$ cat src/rtl/adc_scan_pkg.sv
package adc_scan_pkg;

   typedef enum logic [1:0] {
      ST_IDLE  = 2'd0,
      ST_DUMMY = 2'd1,
      ST_WAIT  = 2'd2,
      ST_SCAN  = 2'd3
   } scan_state_e;

   // Power codes in the two low bits of a control byte
   localparam logic [1:0] PWR_KEEP  = 2'b11;
   localparam logic [1:0] PWR_SLEEP = 2'b01;

   localparam int unsigned BYTE_W     = 8;
   localparam int unsigned SLOT_CLKS  = 16;
   localparam int unsigned DUMMY_CLKS = 24;

   // start | channel | unipolar | single-ended | power code
   function automatic logic [7:0] ctrl_byte(input logic [2:0] ch, input logic [1:0] pwr);
      return {1'b1, ch, 1'b1, 1'b1, pwr};
   endfunction

endpackage

$ cat src/rtl/adc_scan_sclk.sv
module adc_scan_sclk #(
   parameter int unsigned HALF_DIV = 2
) (
   input  logic clk,
   input  logic rst_n,
   input  logic run,
   output logic sclk,
   output logic prd_end
);
   localparam int unsigned PRD  = 2 * HALF_DIV;
   localparam int unsigned PH_W = (PRD > 1) ? $clog2(PRD) : 1;

   logic [PH_W-1:0] ph_q;

   always_ff @(posedge clk or negedge rst_n) begin
      if (!rst_n)                                   ph_q <= '0;
      else if (!run || ph_q == PH_W'(PRD - 1))      ph_q <= '0;
      else                                          ph_q <= ph_q + 1'b1;
   end

   // low half first, high half second; period ends as the clock falls
   assign sclk    = run && (ph_q >= PH_W'(HALF_DIV));
   assign prd_end = run && (ph_q == PH_W'(PRD - 1));
endmodule

$ cat src/rtl/adc_scan_trig.sv
module adc_scan_trig #(
   parameter int unsigned TIMER_CYCLES = 0
) (
   input  logic clk,
   input  logic rst_n,
   input  logic start,
   input  logic timer_en,
   input  logic idle,
   output logic fire
);
   logic tick;

   generate
      if (TIMER_CYCLES == 0) begin : g_no_timer
         assign tick = 1'b0;
      end else begin : g_timer
         localparam int unsigned TW = $clog2(TIMER_CYCLES + 1);
         logic [TW-1:0] cnt_q;
         always_ff @(posedge clk or negedge rst_n) begin
            if (!rst_n)                                        cnt_q <= '0;
            else if (!timer_en || cnt_q == TW'(TIMER_CYCLES - 1)) cnt_q <= '0;
            else                                               cnt_q <= cnt_q + 1'b1;
         end
         assign tick = timer_en && (cnt_q == TW'(TIMER_CYCLES - 1));
      end
   endgenerate

   // requests outside the idle state are simply lost
   assign fire = idle && (start || tick);
endmodule

$ cat src/rtl/adc_scan_ram.sv
module adc_scan_ram #(
   parameter int unsigned DEPTH = 8,
   parameter int unsigned WIDTH = 12,
   parameter int unsigned AW    = 3
) (
   input  logic             clk,
   input  logic             we,
   input  logic [AW-1:0]    waddr,
   input  logic [WIDTH-1:0] wdata,
   input  logic [AW-1:0]    raddr,
   output logic [WIDTH-1:0] rdata
);
   logic [WIDTH-1:0] mem_q [DEPTH];

   always_ff @(posedge clk) begin
      if (we) mem_q[waddr] <= wdata;
   end

   assign rdata = mem_q[raddr];
endmodule

$ cat src/rtl/adc_scan_seq.sv
module adc_scan_seq
   import adc_scan_pkg::*;
#(
   parameter int unsigned N_CH         = 8,
   parameter int unsigned RES_W        = 12,
   parameter int unsigned HALF_DIV     = 2,
   parameter int unsigned WAKE_IDLE    = 75,
   parameter int unsigned TIMER_CYCLES = 50000,
   localparam int unsigned AW          = (N_CH > 1) ? $clog2(N_CH) : 1
) (
   input  logic             clk,
   input  logic             rst_n,
   input  logic             start_i,
   input  logic             timer_en_i,
   input  logic             sleep_cfg_i,
   input  logic [AW-1:0]    rd_addr_i,
   output logic [RES_W-1:0] rd_data_o,
   output logic             scan_done_o,
   output logic             spi_sclk_o,
   output logic             spi_cs_n_o,
   output logic             spi_mosi_o,
   input  logic             spi_miso_i
);
   localparam int unsigned SCAN_LEN = SLOT_CLKS * (N_CH - 1) + DUMMY_CLKS;
   localparam int unsigned CAP_END  = BYTE_W + RES_W;
   localparam int unsigned K_MAX    = (SCAN_LEN > WAKE_IDLE) ? SCAN_LEN : WAKE_IDLE;
   localparam int unsigned KW       = $clog2(K_MAX + 1);

   generate
      if (N_CH < 2 || N_CH > 8) begin : g_bad_ch
         $error("N_CH must lie in 2..8");
      end
      if (RES_W < 2 || RES_W > 12) begin : g_bad_res
         $error("RES_W must lie in 2..12");
      end
      if (HALF_DIV < 1) begin : g_bad_div
         $error("HALF_DIV must be at least 1");
      end
      if (WAKE_IDLE < 1) begin : g_bad_wake
         $error("WAKE_IDLE must be at least 1");
      end
   endgenerate

   scan_state_e      state_q;
   logic [KW-1:0]    k_q;
   logic [KW-1:0]    k_rel;
   logic [KW-1:0]    slot;
   logic [3:0]       bitpos;
   logic             sleep_q;
   logic             asleep_q;
   logic             done_q;
   logic [RES_W-1:0] shift_q;
   logic [7:0]       cur_byte;
   logic             in_frame;
   logic             gen_sclk;
   logic             prd_end;
   logic             fire;
   logic             ram_we;
   logic [AW-1:0]    ram_waddr;
   logic [RES_W-1:0] ram_wdata;

   adc_scan_sclk #(.HALF_DIV(HALF_DIV)) i_sclk (
      .clk     (clk),
      .rst_n   (rst_n),
      .run     (state_q != ST_IDLE),
      .sclk    (gen_sclk),
      .prd_end (prd_end)
   );

   adc_scan_trig #(.TIMER_CYCLES(TIMER_CYCLES)) i_trig (
      .clk      (clk),
      .rst_n    (rst_n),
      .start    (start_i),
      .timer_en (timer_en_i),
      .idle     (state_q == ST_IDLE),
      .fire     (fire)
   );

   adc_scan_ram #(.DEPTH(N_CH), .WIDTH(RES_W), .AW(AW)) i_ram (
      .clk   (clk),
      .we    (ram_we),
      .waddr (ram_waddr),
      .wdata (ram_wdata),
      .raddr (rd_addr_i),
      .rdata (rd_data_o)
   );

   // period index split into conversion slot and bit within slot
   assign slot   = k_q >> 4;
   assign bitpos = k_q[3:0];
   assign k_rel  = k_q - KW'(CAP_END);

   always_comb begin
      cur_byte = '0;
      if (state_q == ST_SCAN && slot < KW'(N_CH))
         cur_byte = ctrl_byte(slot[2:0],
                              (slot == KW'(N_CH - 1) && sleep_q) ? PWR_SLEEP : PWR_KEEP);
      else if (state_q == ST_DUMMY && slot == '0)
         cur_byte = ctrl_byte(3'd0, PWR_KEEP);
   end

   assign in_frame    = (state_q == ST_DUMMY) || (state_q == ST_SCAN);
   assign spi_cs_n_o  = !in_frame;
   assign spi_sclk_o  = gen_sclk && in_frame;
   assign spi_mosi_o  = (bitpos < 4'd8) && cur_byte[~bitpos[2:0]];
   assign scan_done_o = done_q;

   // last result bit of slot n is sampled at the end of period CAP_END+16n
   assign ram_we    = (state_q == ST_SCAN) && prd_end &&
                      (k_q >= KW'(CAP_END)) && (k_rel[3:0] == 4'd0);
   assign ram_waddr = AW'(k_rel >> 4);
   assign ram_wdata = {shift_q[RES_W-2:0], spi_miso_i};

   always_ff @(posedge clk or negedge rst_n) begin
      if (!rst_n) begin
         state_q  <= ST_IDLE;
         k_q      <= '0;
         sleep_q  <= 1'b0;
         asleep_q <= 1'b0;
         done_q   <= 1'b0;
         shift_q  <= '0;
      end else begin
         done_q <= 1'b0;
         unique case (state_q)
            ST_IDLE: begin
               if (fire) begin
                  sleep_q <= sleep_cfg_i;
                  k_q     <= '0;
                  state_q <= asleep_q ? ST_DUMMY : ST_SCAN;
               end
            end
            ST_DUMMY: begin
               if (prd_end) begin
                  if (k_q == KW'(DUMMY_CLKS - 1)) begin
                     k_q     <= '0;
                     state_q <= ST_WAIT;
                  end else begin
                     k_q <= k_q + 1'b1;
                  end
               end
            end
            ST_WAIT: begin
               if (prd_end) begin
                  if (k_q == KW'(WAKE_IDLE - 1)) begin
                     k_q      <= '0;
                     asleep_q <= 1'b0;
                     state_q  <= ST_SCAN;
                  end else begin
                     k_q <= k_q + 1'b1;
                  end
               end
            end
            ST_SCAN: begin
               if (prd_end) begin
                  shift_q <= {shift_q[RES_W-2:0], spi_miso_i};
                  if (k_q == KW'(SCAN_LEN - 1)) begin
                     state_q  <= ST_IDLE;
                     done_q   <= 1'b1;
                     asleep_q <= sleep_q;
                  end else begin
                     k_q <= k_q + 1'b1;
                  end
               end
            end
            default: state_q <= ST_IDLE;
         endcase
      end
   end
endmodule

$ cat config.mk
export PLATFORM = sky130hd
export DESIGN_NAME = adc_scan_seq
export DESIGN_NICKNAME = d
export VERILOG_FILES = /design/src/rtl/adc_scan_pkg.sv /design/src/rtl/adc_scan_sclk.sv /design/src/rtl/adc_scan_trig.sv /design/src/rtl/adc_scan_ram.sv /design/src/rtl/adc_scan_seq.sv
export SDC_FILE = /design/constraint.sdc
export NUM_CORES = 1
export LEC_CHECK = 0
export ABC_CLOCK_PERIOD_IN_PS = 7700
export BUFFER_PORTS_ARGS = -buffer_cell sky130_fd_sc_hd__buf_2
export CAP_MARGIN = 20
export CORE_MARGIN = 3
export CORE_UTILIZATION = 59
export CTS_BUF_LIST = sky130_fd_sc_hd__clkbuf_4
export DETAILED_ROUTE_END_ITERATION = 16
export HOLD_SLACK_MARGIN = 0.15
export PLACE_DENSITY = 0.86
export SLEW_MARGIN = 0
export SYNTH_ARGS = -nofsm -noshare
export SYNTH_HDL_FRONTEND = slang
export SYNTH_SLANG_ARGS = --single-unit
$ cat constraint.sdc
create_clock -name clk -period 7.7 [get_ports clk]
set_input_delay 0 -clock clk [delete_from_list [all_inputs] [get_ports clk]]
set_output_delay 0 -clock clk [all_outputs]
set_load 0.01 [all_outputs]
**Word level (Yosys, flattened, before mapping)**

Memory sizes are Yosys's and may differ from the RTL's.
Index checks and enable logic that the tools add are counted.

- Register bits: 42
- Latch bits: 0
- RAM bits: 96
- Bits in read-only memories: 0
- Bits of input ports: 9
- Output and inout bits: 16
- Logic and storage cells: 99
- Memories kept: 1

- Add/subtract/negate cells: 4
- Multiply operators: 0
- Div/mod/pow operators: 0
- Order comparisons: 5
- Equality and inequality tests: 17
- Shifts and indexed selects: 0
- Multiplexer cells: 34
- Bitwise operators: 1
- Reductions and logical operators: 29

Memory list:

| name | depth | width | read ports | clocked after Yosys merged registers in | write ports | RTL line | RTL |
|---|---|---|---|---|---|---|---|
| i_ram.mem_q | 8 | 12 | 1 | 0 | 1 | adc_scan_ram.sv:13 | `logic [WIDTH-1:0] mem_q [DEPTH];` |

Operator list:

| operator | number |
|---|---|
| $mux W8 | 9 |
| $pmux W8 S4 | 1 |
| $mux W2 | 10 |
| $add A16 B1 Y16 const B | 1 |
| $eq A16 B16 Y1 const B | 1 |
| $mux W16 | 1 |
| $logic_and A1 B1 Y1 | 12 |
| $ne A2 B2 Y1 const B | 6 |
| $mux W1 | 10 |
| $reduce_and A5 Y1 | 2 |
| $add A8 B1 Y8 const B | 1 |
| $eq A8 B5 Y1 const B | 1 |
| $eq A8 B7 Y1 const B | 1 |
| $eq A8 B8 Y1 const B | 1 |
| $ge A8 B5 Y1 const B | 1 |
| $logic_not A8 Y1 | 1 |
| $lt A4 B4 Y1 const B | 2 |
| $pmux W2 S4 | 1 |
| $reduce_and A7 Y1 | 1 |
| $sub A7 B5 Y7 const B | 1 |
| $eq A2 B2 Y1 const B | 3 |
| $eq A4 B3 Y1 const B | 1 |
| $logic_not A4 Y1 | 1 |
| $logic_or A1 B1 Y1 | 4 |
| other kinds (12) | 17 |

**Depth between registers and ports, before layout**

Gate-level depths: netlist of the first run.

- Depth after elaboration: 7
- Gate-level depth with buffers: 8
- Depth with buffers taken out: 7

**Cells and area by module**

A second synthesis of the first run with hierarchy kept.

- Cells, all modules: 377
- Area total of the unflattened synthesis: 6114.6 sq um

By module, submodules not included:

| module | times used | cells an instance | area an instance (sq um) | seq. area each (sq um) |
|---|---|---|---|---|
| adc_scan_ram | 1 | 152 | 3747.3 | 2882.8 |
| adc_scan_seq | 1 | 137 | 1388.8 | 600.6 |
| adc_scan_trig | 1 | 81 | 880.8 | 400.4 |
| adc_scan_sclk | 1 | 7 | 97.6 | 50.0 |

**Worst setup path after synthesis of the first run**

No wires, ideal clock.

- Path type: register to register
- Start point: register state_q[0]
- End point: memory i_ram.mem_q[6][0] (enable)
- Setup time: 0.385 ns
- Arrival: 2.290 ns
- Data required time: 7.315 ns
- Path slack: 5.025 ns
- Cell stages (with the launch flop): 9
- Path buffers: 1
- Clock period less this slack: 2.675 ns
- Cells stage by stage: dfrtp_1 inv_1 ha_1 clkbuf_1 nor2b_1 nand2_1 nor3_1 nand2_1 a21oi_1

- Cells in the longest elaborated chain, start to end: 7
- Elaborated cells on any way between the ends: 8
- Those cells by class: 1 x eq/ne; 2 x mux; 5 x reduce/logical

Ends and longest elaborated chain:

| what | RTL line | RTL |
|---|---|---|
| start: declaration | adc_scan_seq.sv:44 | `scan_state_e state_q;` |
| start signal: assignment | adc_scan_seq.sv:129 | `state_q <= asleep_q ? ST_DUMMY : ST_SCAN;` |
| $reduce_bool A2 Y1 | adc_scan_seq.sv:65 | `.run (state_q != ST_IDLE),` |
| $logic_and A1 B1 Y1 | adc_scan_sclk.sv:23 | `assign prd_end = run && (ph_q == PH_W'(PRD - 1));` |
| $logic_and A1 B1 Y1 (*) (2 in a row) | adc_scan_seq.sv:109 | `assign ram_we = (state_q == ST_SCAN) && prd_end &&` |
| $logic_and A1 B1 Y1 (*) | adc_scan_seq.sv:110 | `(k_q >= KW'(CAP_END)) && (k_rel[3:0] == 4'd0);` |
| $mux W1 (*) | adc_scan_ram.sv:16 | `if (we) mem_q[waddr] <= wdata;` |
| $mux W1 (not written as such) (*) | adc_scan_ram.sv:16 |  |
| end: declaration | adc_scan_ram.sv:13 |  |

Mark *: on every way between the ends. The rest lies on a longest branch, timed or not.

**Final worst setup path of the first run**

- Start point: register state_q[0]
- End point: memory i_ram.mem_q[2][9] (enable)

Same word-level chain as after synthesis.

==> flow_summary_export.csv, run 1 <==
group,metric,value,unit
cts,h-tree-depth,4,
die,core_area,9770,um2
layout,layout.nets,437,
synthesis,ys_warn_count,0,
worst_hold_path,min_from,"timer_en_i",
power_and_ir_drop,switching_share,20.4,%
die,dieArea,11300,um2
cts,post_cts_resized,0,
placement,hpwl,7.08,mm
power_and_ir_drop,power.internal,1160,uW
die,fp.dieW,106,um
die,io_pins,25,
route,drt_pass1_iterations,4,
synthesis,synth_nets,397,
synthesis,ys_seq_area_share,66.1,%
synthesis,synthesis.area,5950,um2
grt,overflow,0,
sta,fin_skew,0.0218,ns
route,ant_nets,0,
die,start_util,60.9,%
layout,diodes,0,
die,num_rows,36,
sta,hold_viol_final,0,
power_and_ir_drop,pwr-share-seq,55.5,%
cts,cts_made_buffers,17,
synthesis,ys.flop_type,"edfxtp_1",
layout,final_common_cell,"edfxtp_1",
setup_path,crit_end,"i_ram.mem_q[2][9]",
setup_path,crit_type,"flip-flop to flip-flop",
setup_path,r2r-start,"state_q[0]",
cts,cts_max_path_buffers,2,
grt,grt_pass1_vias,3418,
cts,cts.sinks,138,
setup_path,crit_required,7.91,ns
route,vias,3328,
grt,antenna_found_initial,0,
setup_path,crit_start,"state_q[0]",
die,die_h,106,um
power_and_ir_drop,pwr-share-clk,41.0,%
setup_path,cp-end-kind,"flip-flop",
layout,drive_above_1_share,25.5,%
setup_path,reg2reg_depth,8,
cts,insertion_delay,0.51,ns
route,drc,0,
synthesis,synth-seq-cells,138,
power_and_ir_drop,power.total,1460,uW
synthesis,synth_cells,378,
status,status,"complete, no violations",
synthesis,synthArstFlopShare,30.4,%
setup_path,r2r_end,"i_ram.mem_q[2][9]",
sta,drv_slew,0,
sta,tightest_slew,0.832,ns
sta,fin_tns_setup,0,ns
route,avgViaCountPerCell,5.90,
power_and_ir_drop,pwr-share-comb,3.5,%
setup_path,cp.arrival,3.50,ns
worst_hold_path,min_path_type,"input port to flip-flop",
synthesis,avgSynthCellArea,15.8,um2
power_and_ir_drop,vdd_drop_max,0.111,mV
route,post_drt_wl_per_cell,19.4,um
grt,grt_use_total,21.1,%
power_and_ir_drop,p_per_area,218,nW/um2
grt,grt_max_degree,34,
sta,timing.fmax,304,MHz
synthesis,yosysUniqueCellTypes,54,
sta,fin_crit_sh,42.7,%
power_and_ir_drop,p_leak,0.00244,uW
run,max_cap_violations,0,
layout,fillers,661,
cts,clk_pin_slew,0.11,ns
cts,post_cts_buffers,0,
placement,numPortBuffers,24,
cts,cts_tree,"yes",
layout,area_growth,12.2,%
grt,grt_pass1_wl,18.1,mm
sta,rsz0062_at_grt,"no",
synthesis,synth_edf_count,96,
power_and_ir_drop,switchingPower,298,uW
cts,hold_buffers,8,
sta,slew_headroom,44.5,%
setup_path,crit_fanout,13,
cts,cts-root-buf,"clkbuf_4",
setup_path,cp-start-kind,"flip-flop",
sta,finalSetupViolCount,0,
layout,final_cell_mix,"edfxtp_1, dfrtp_1, nor2_1, mux4_2, buf_2",
route,totalWireLength,10.9,mm
sta,min_period,3.29,ns
route,drt_iter0_drc,259,
placement,gp_congestion,0.855,
setup_path,r2r_setup_slack,4.41,ns
==> power groups by stage <==
stage | clock (uW) | combinational [uW] | sequential [uW]
after floorplan | 0 | 31.5 | 820
after global placement | 0 | 47.7 | 824
after detailed placement | 0 | 49.1 | 825
after CTS | 609 | 52.4 | 809
after global routing | 642 | 55.6 | 810
final | 598 | 50.7 | 809
==> flip-flops by register name, summed over array words and instances (netlist names) <==
register              cells
i_ram.mem_q              96
i_trig.g_timer.cnt_q     16
shift_q                  11
k_q                       8
i_sclk.ph_q               2
state_q                   2
asleep_q                  1
scan_done_o               1
sleep_q                   1
==> layout make-up <==
type	count	area (um2)	area share, %
Sequential cell	138	3930	58.9
Clock buffer	19	143	2.13
Clock inverter	13	240	3.60
Timing Repair Buffer	37	241	3.61
Inverter	11	41.3	0.618
Multi-Input combinational cell	213	1920	28.7
Tap cell	133	166	2.49
==> logic make-up (layout without fill, tap and decap cells) <==
family                   Yosys count  after routing  synth area share (%)
buffers and inverters             27             80                  1.77
multiplexers                      50             50                  14.0
flip-flops                       138            138                  66.1
AO/OA/AOI/OAI                     43             43                  5.46
adder cells (fa/ha/maj)           10             10                  2.10
AND/OR/NAND/NOR                   96             96                  8.59
XOR/XNOR                          14             14                  2.06
==> worst min-delay path by stage <==
stage | endpoint | slack (ns) | cells past startpoint
finish | i_trig.g_timer.cnt_q[2] | 0.32 | 3
global route | i_trig.g_timer.cnt_q[2] | 0.32 | 3
CTS | i_trig.g_timer.cnt_q[2] | 0.29 | 3
detailed placement | i_trig.g_timer.cnt_q[8] | 0.19 | 1
global placement | i_trig.g_timer.cnt_q[6] | 0.17 | 1
floorplan | asleep_q | -0.30 | 0
==> stage by stage <==
stage | hold slack [ns] | setup slack [ns] | std cells | utilization [%] | instance area [um2]
finish | 0.317 | 4.41 | 564 | 68.4 | 6680
global route | 0.318 | 4.12 | 564 | 68.4 | 6680
CTS | 0.293 | 4.10 | 560 | 68.0 | 6650
detailed placement | 0.185 | 4.15 | 520 | 63.3 | 6180
global placement | 0.172 | 4.39 | 520 | 63.3 | 6180
floorplan | -0.296 | 5.03 | 378 | - | 5950
==> cell usage after synthesis (3+ instances only) <==
master    count  area, um2
a21o_1        6       45.0
a21oi_1       9       45.0
a22o_1        3       26.3
and3_1        5       31.3
buf_2         3       15.0
clkbuf_1     11       41.3
dfrtp_1      42       1050
edfxtp_1     96       2880
ha_1         10        125
inv_1        11       41.3
mux2_1        7       78.8
mux2_2       17        191
mux4_2       24        541
nand2_1      16       60.1
nand3_1      12       60.1
nand4_1       4       25.0
nor2_1       28        105
nor2b_1       3       18.8
nor3_1        8       40.0
o21ai_1       6       30.0
xnor2_1       6       52.6
xor2_1        8       70.1
==> worst max-delay path, stage by stage (launching register included) <==
cell and delay, ns:
dfrtp_1 0.40, inv_1 0.09, ha_1 0.31, nor2b_1 0.31, nand2_1 0.38, nor3_1 0.62
nand2_1 0.17, a21oi_1 0.44, buf_4 0.28
==> per-layer routing <==
layer | up-vias | track usage [%] | wire length [um]
li1 | 1544 | - | -
met3 | 10 | 4.13 | 480
met5 | - | 0 | 0
met4 | 0 | 5.66 | 130
met2 | 88 | 38.0 | 5960
met1 | 1686 | 26.1 | 4360
Note: power is estimated with default switching activity, not from simulation.
==> inputs of run 2 (changes only) <==
- ABC_CLOCK_PERIOD_IN_PS: 7700 -> 3300
- clock period: 7.7 -> 3.3 ns (I/O delays scaled with it)
==> run 2 against run 1 <==
Die area unchanged. Flip-flop and latch count unchanged. Core utilization down 1.4 points. Critical endpoint is now i_ram.mem_q[5][5]. Largest cell class unchanged. Hold slack worse by 0.16 ns.
==> flow_summary_export.csv, run 2 (synthesis results as in run 1) <==
group,metric,value,unit
placement,numPortBuffers,24,
route,ant_nets,0,
setup_path,crit_required,3.43,ns
power_and_ir_drop,p_per_area,456,nW/um2
cts,cts-root-buf,"clkbuf_4",
cts,insertion_delay,0.50,ns
setup_path,max_stage_delay,0.71,ns
setup_path,crit_fanout,12,
status,status,"complete, no violations",
route,post_drt_wl_per_cell,19.3,um
layout,final_common_cell,"edfxtp_1",
sta,finalSetupViolCount,0,
grt,grt_pass1_wl,17.9,mm
sta,slew_headroom,38.2,%
placement,hpwl,7.20,mm
grt,grt_max_degree,43,
power_and_ir_drop,switchingPower,740,uW
sta,tightest_slew,0.926,ns
sta,fin_tns_setup,0,ns
cts,cts_max_path_buffers,2,
sta,rsz0062_at_grt,"no",
route,totalWireLength,10.9,mm
power_and_ir_drop,pwr-share-seq,63.2,%
layout,regMostFlops,"i_ram.mem_q",
layout,largest_reg_flops,96,
die,core_area,9770,um2
run,max_cap_violations,0,
route,m1WireLength,4.34,mm
setup_path,slowest_stage,"and4b_1",
layout,diodes,0,
route,wl_met3,546,um
sta,fin_skew,0.0193,ns
cts,h-tree-depth,4,
power_and_ir_drop,pwr-share-clk,32.9,%
setup_path,crit_type,"flip-flop to flip-flop",
setup_path,cp.arrival,2.92,ns
layout,top_regs,"i_ram.mem_q (96), i_trig.g_timer.cnt_q (16), shift_q (11)",
layout,multi_input_area,1920,um2
die,die_h,106,um
setup_path,cp-start-kind,"flip-flop",
cts,clk_pin_slew,0.14,ns
sta,fin_crit_sh,84.5,%
die,start_util,60.9,%
layout,drive_above_1_share,25.6,%
setup_path,r2r-start,"state_q[0]",
route,drc,0,
cts,cts.sinks,138,
layout,layout.nets,436,
grt,grt_use_total,20.8,%
power_and_ir_drop,pwr-share-comb,3.9,%
placement,gp_congestion,0.809,
setup_path,r2r_end,"i_ram.mem_q[5][5]",
cts,hold_buffers,6,
grt,grt_pass1_vias,3406,
sta,hold_viol_final,0,
cts,post_cts_buffers,0,
setup_path,cp-end-kind,"flip-flop",
route,drt_iter0_drc,218,
cts,post_cts_resized,0,
layout,regArea,3930,um2
route,wl_met2,5.81,mm
power_and_ir_drop,p_leak,0.00237,uW
grt,overflow,0,
setup_path,crit_chain,"inv_1, ha_1, nor2b_1, nand2_1, nor3_1, and4b_1",
power_and_ir_drop,power.total,2990,uW
setup_path,r2r_setup_slack,0.51,ns
worst_hold_path,min_path_type,"input port to asynchronous set/reset pin",
route,drt_pass1_iterations,4,
power_and_ir_drop,vdd_drop_max,0.218,mV
setup_path,reg2reg_depth,6,
sta,min_period,2.79,ns
die,fp.dieW,106,um
grt,antenna_found_initial,0,
layout,area_growth,9.92,%
die,io_pins,25,
cts,cts_made_buffers,17,
power_and_ir_drop,switching_share,24.8,%
sta,drv_slew,0,
route,top_layer_used,"met4",
die,dieArea,11300,um2
cts,cts_tree,"yes",
route,avgViaCountPerCell,5.88,
layout,final_cell_mix,"edfxtp_1, dfrtp_1, nor2_1, mux4_2, buf_2",
die,num_rows,36,
route,vias,3309,
sta,timing.fmax,359,MHz
power_and_ir_drop,power.internal,2250,uW
layout,fillers,691,
## run 2: cell count changes in the layout (fill, tap and decap cells not counted), sizes merged
cell	before	now
clkbuf	19	17
dlygate4sd3	8	6
clkinvlp	1	3
buf	29	30
inv	15	18
bufinv	6	0
clkinv	2	5
## run 2: power groups by stage
stage | Clock (uW) | Sequential (uW) | Combinational (uW)
6_report | 984 | 1890 | 115
3_5_place_dp | 0 | 1930 | 115
2_1_floorplan | 0 | 1910 | 73.4
3_3_place_gp | 0 | 1920 | 112
5_1_grt | 1090 | 1890 | 128
4_1_cts | 1010 | 1890 | 120
## run 2: layer usage
layer / vias to the layer above / GRT usage (%)
met5: - / 0
met4: 0 / 5.75
met3: 14 / 4.61
met2: 92 / 35.6
met1: 1665 / 27.3
li1: 1538 / -
## run 2: worst max-delay path, delay by kind of cell (launching register included)
kind / cells / cell delay [ns]
fa+ha+maj: 1 / 0.29
simple gates: 4 / 1.64
flops: 1 / 0.39
buf+inv: 1 / 0.08
## run 2: area by class of cell
type	count	area share, %
inverter	11	0.631
multi-input combinational	213	29.3
clock inverter	15	2.06
sequential	138	60.1
clock buffer	17	1.95
timing repair buffer	36	3.44
tap	133	2.54
## run 2: worst max-delay path by stage
stage | from | endpoint | slack, ns | depth (start not counted)
5_1_grt | state_q[0] | i_ram.mem_q[5][8] | 0.23 | 6
3_5_place_dp | state_q[0] | i_ram.mem_q[5][10] | 0.59 | 6
4_1_cts | state_q[0] | i_ram.mem_q[5][8] | 0.53 | 6
2_1_floorplan | state_q[0] | i_ram.mem_q[6][0] | 0.62 | 8
3_3_place_gp | state_q[0] | i_ram.mem_q[1][7] | 0.72 | 6
6_report | state_q[0] | i_ram.mem_q[5][5] | 0.51 | 6
## run 2: metrics by stage
stage | cells | util [%] | instance area [um2] | setup slack (ns) | hold slack, ns
after floorplan | 378 | - | 5950 | 0.625 | -0.296
after global placement | 525 | 63.7 | 6220 | 0.719 | 0.168
after detailed placement | 525 | 63.7 | 6220 | 0.589 | 0.194
after CTS | 563 | 67.0 | 6550 | 0.526 | 0.156
after global routing | 563 | 67.0 | 6550 | 0.234 | 0.191
final | 563 | 67.0 | 6550 | 0.512 | 0.152
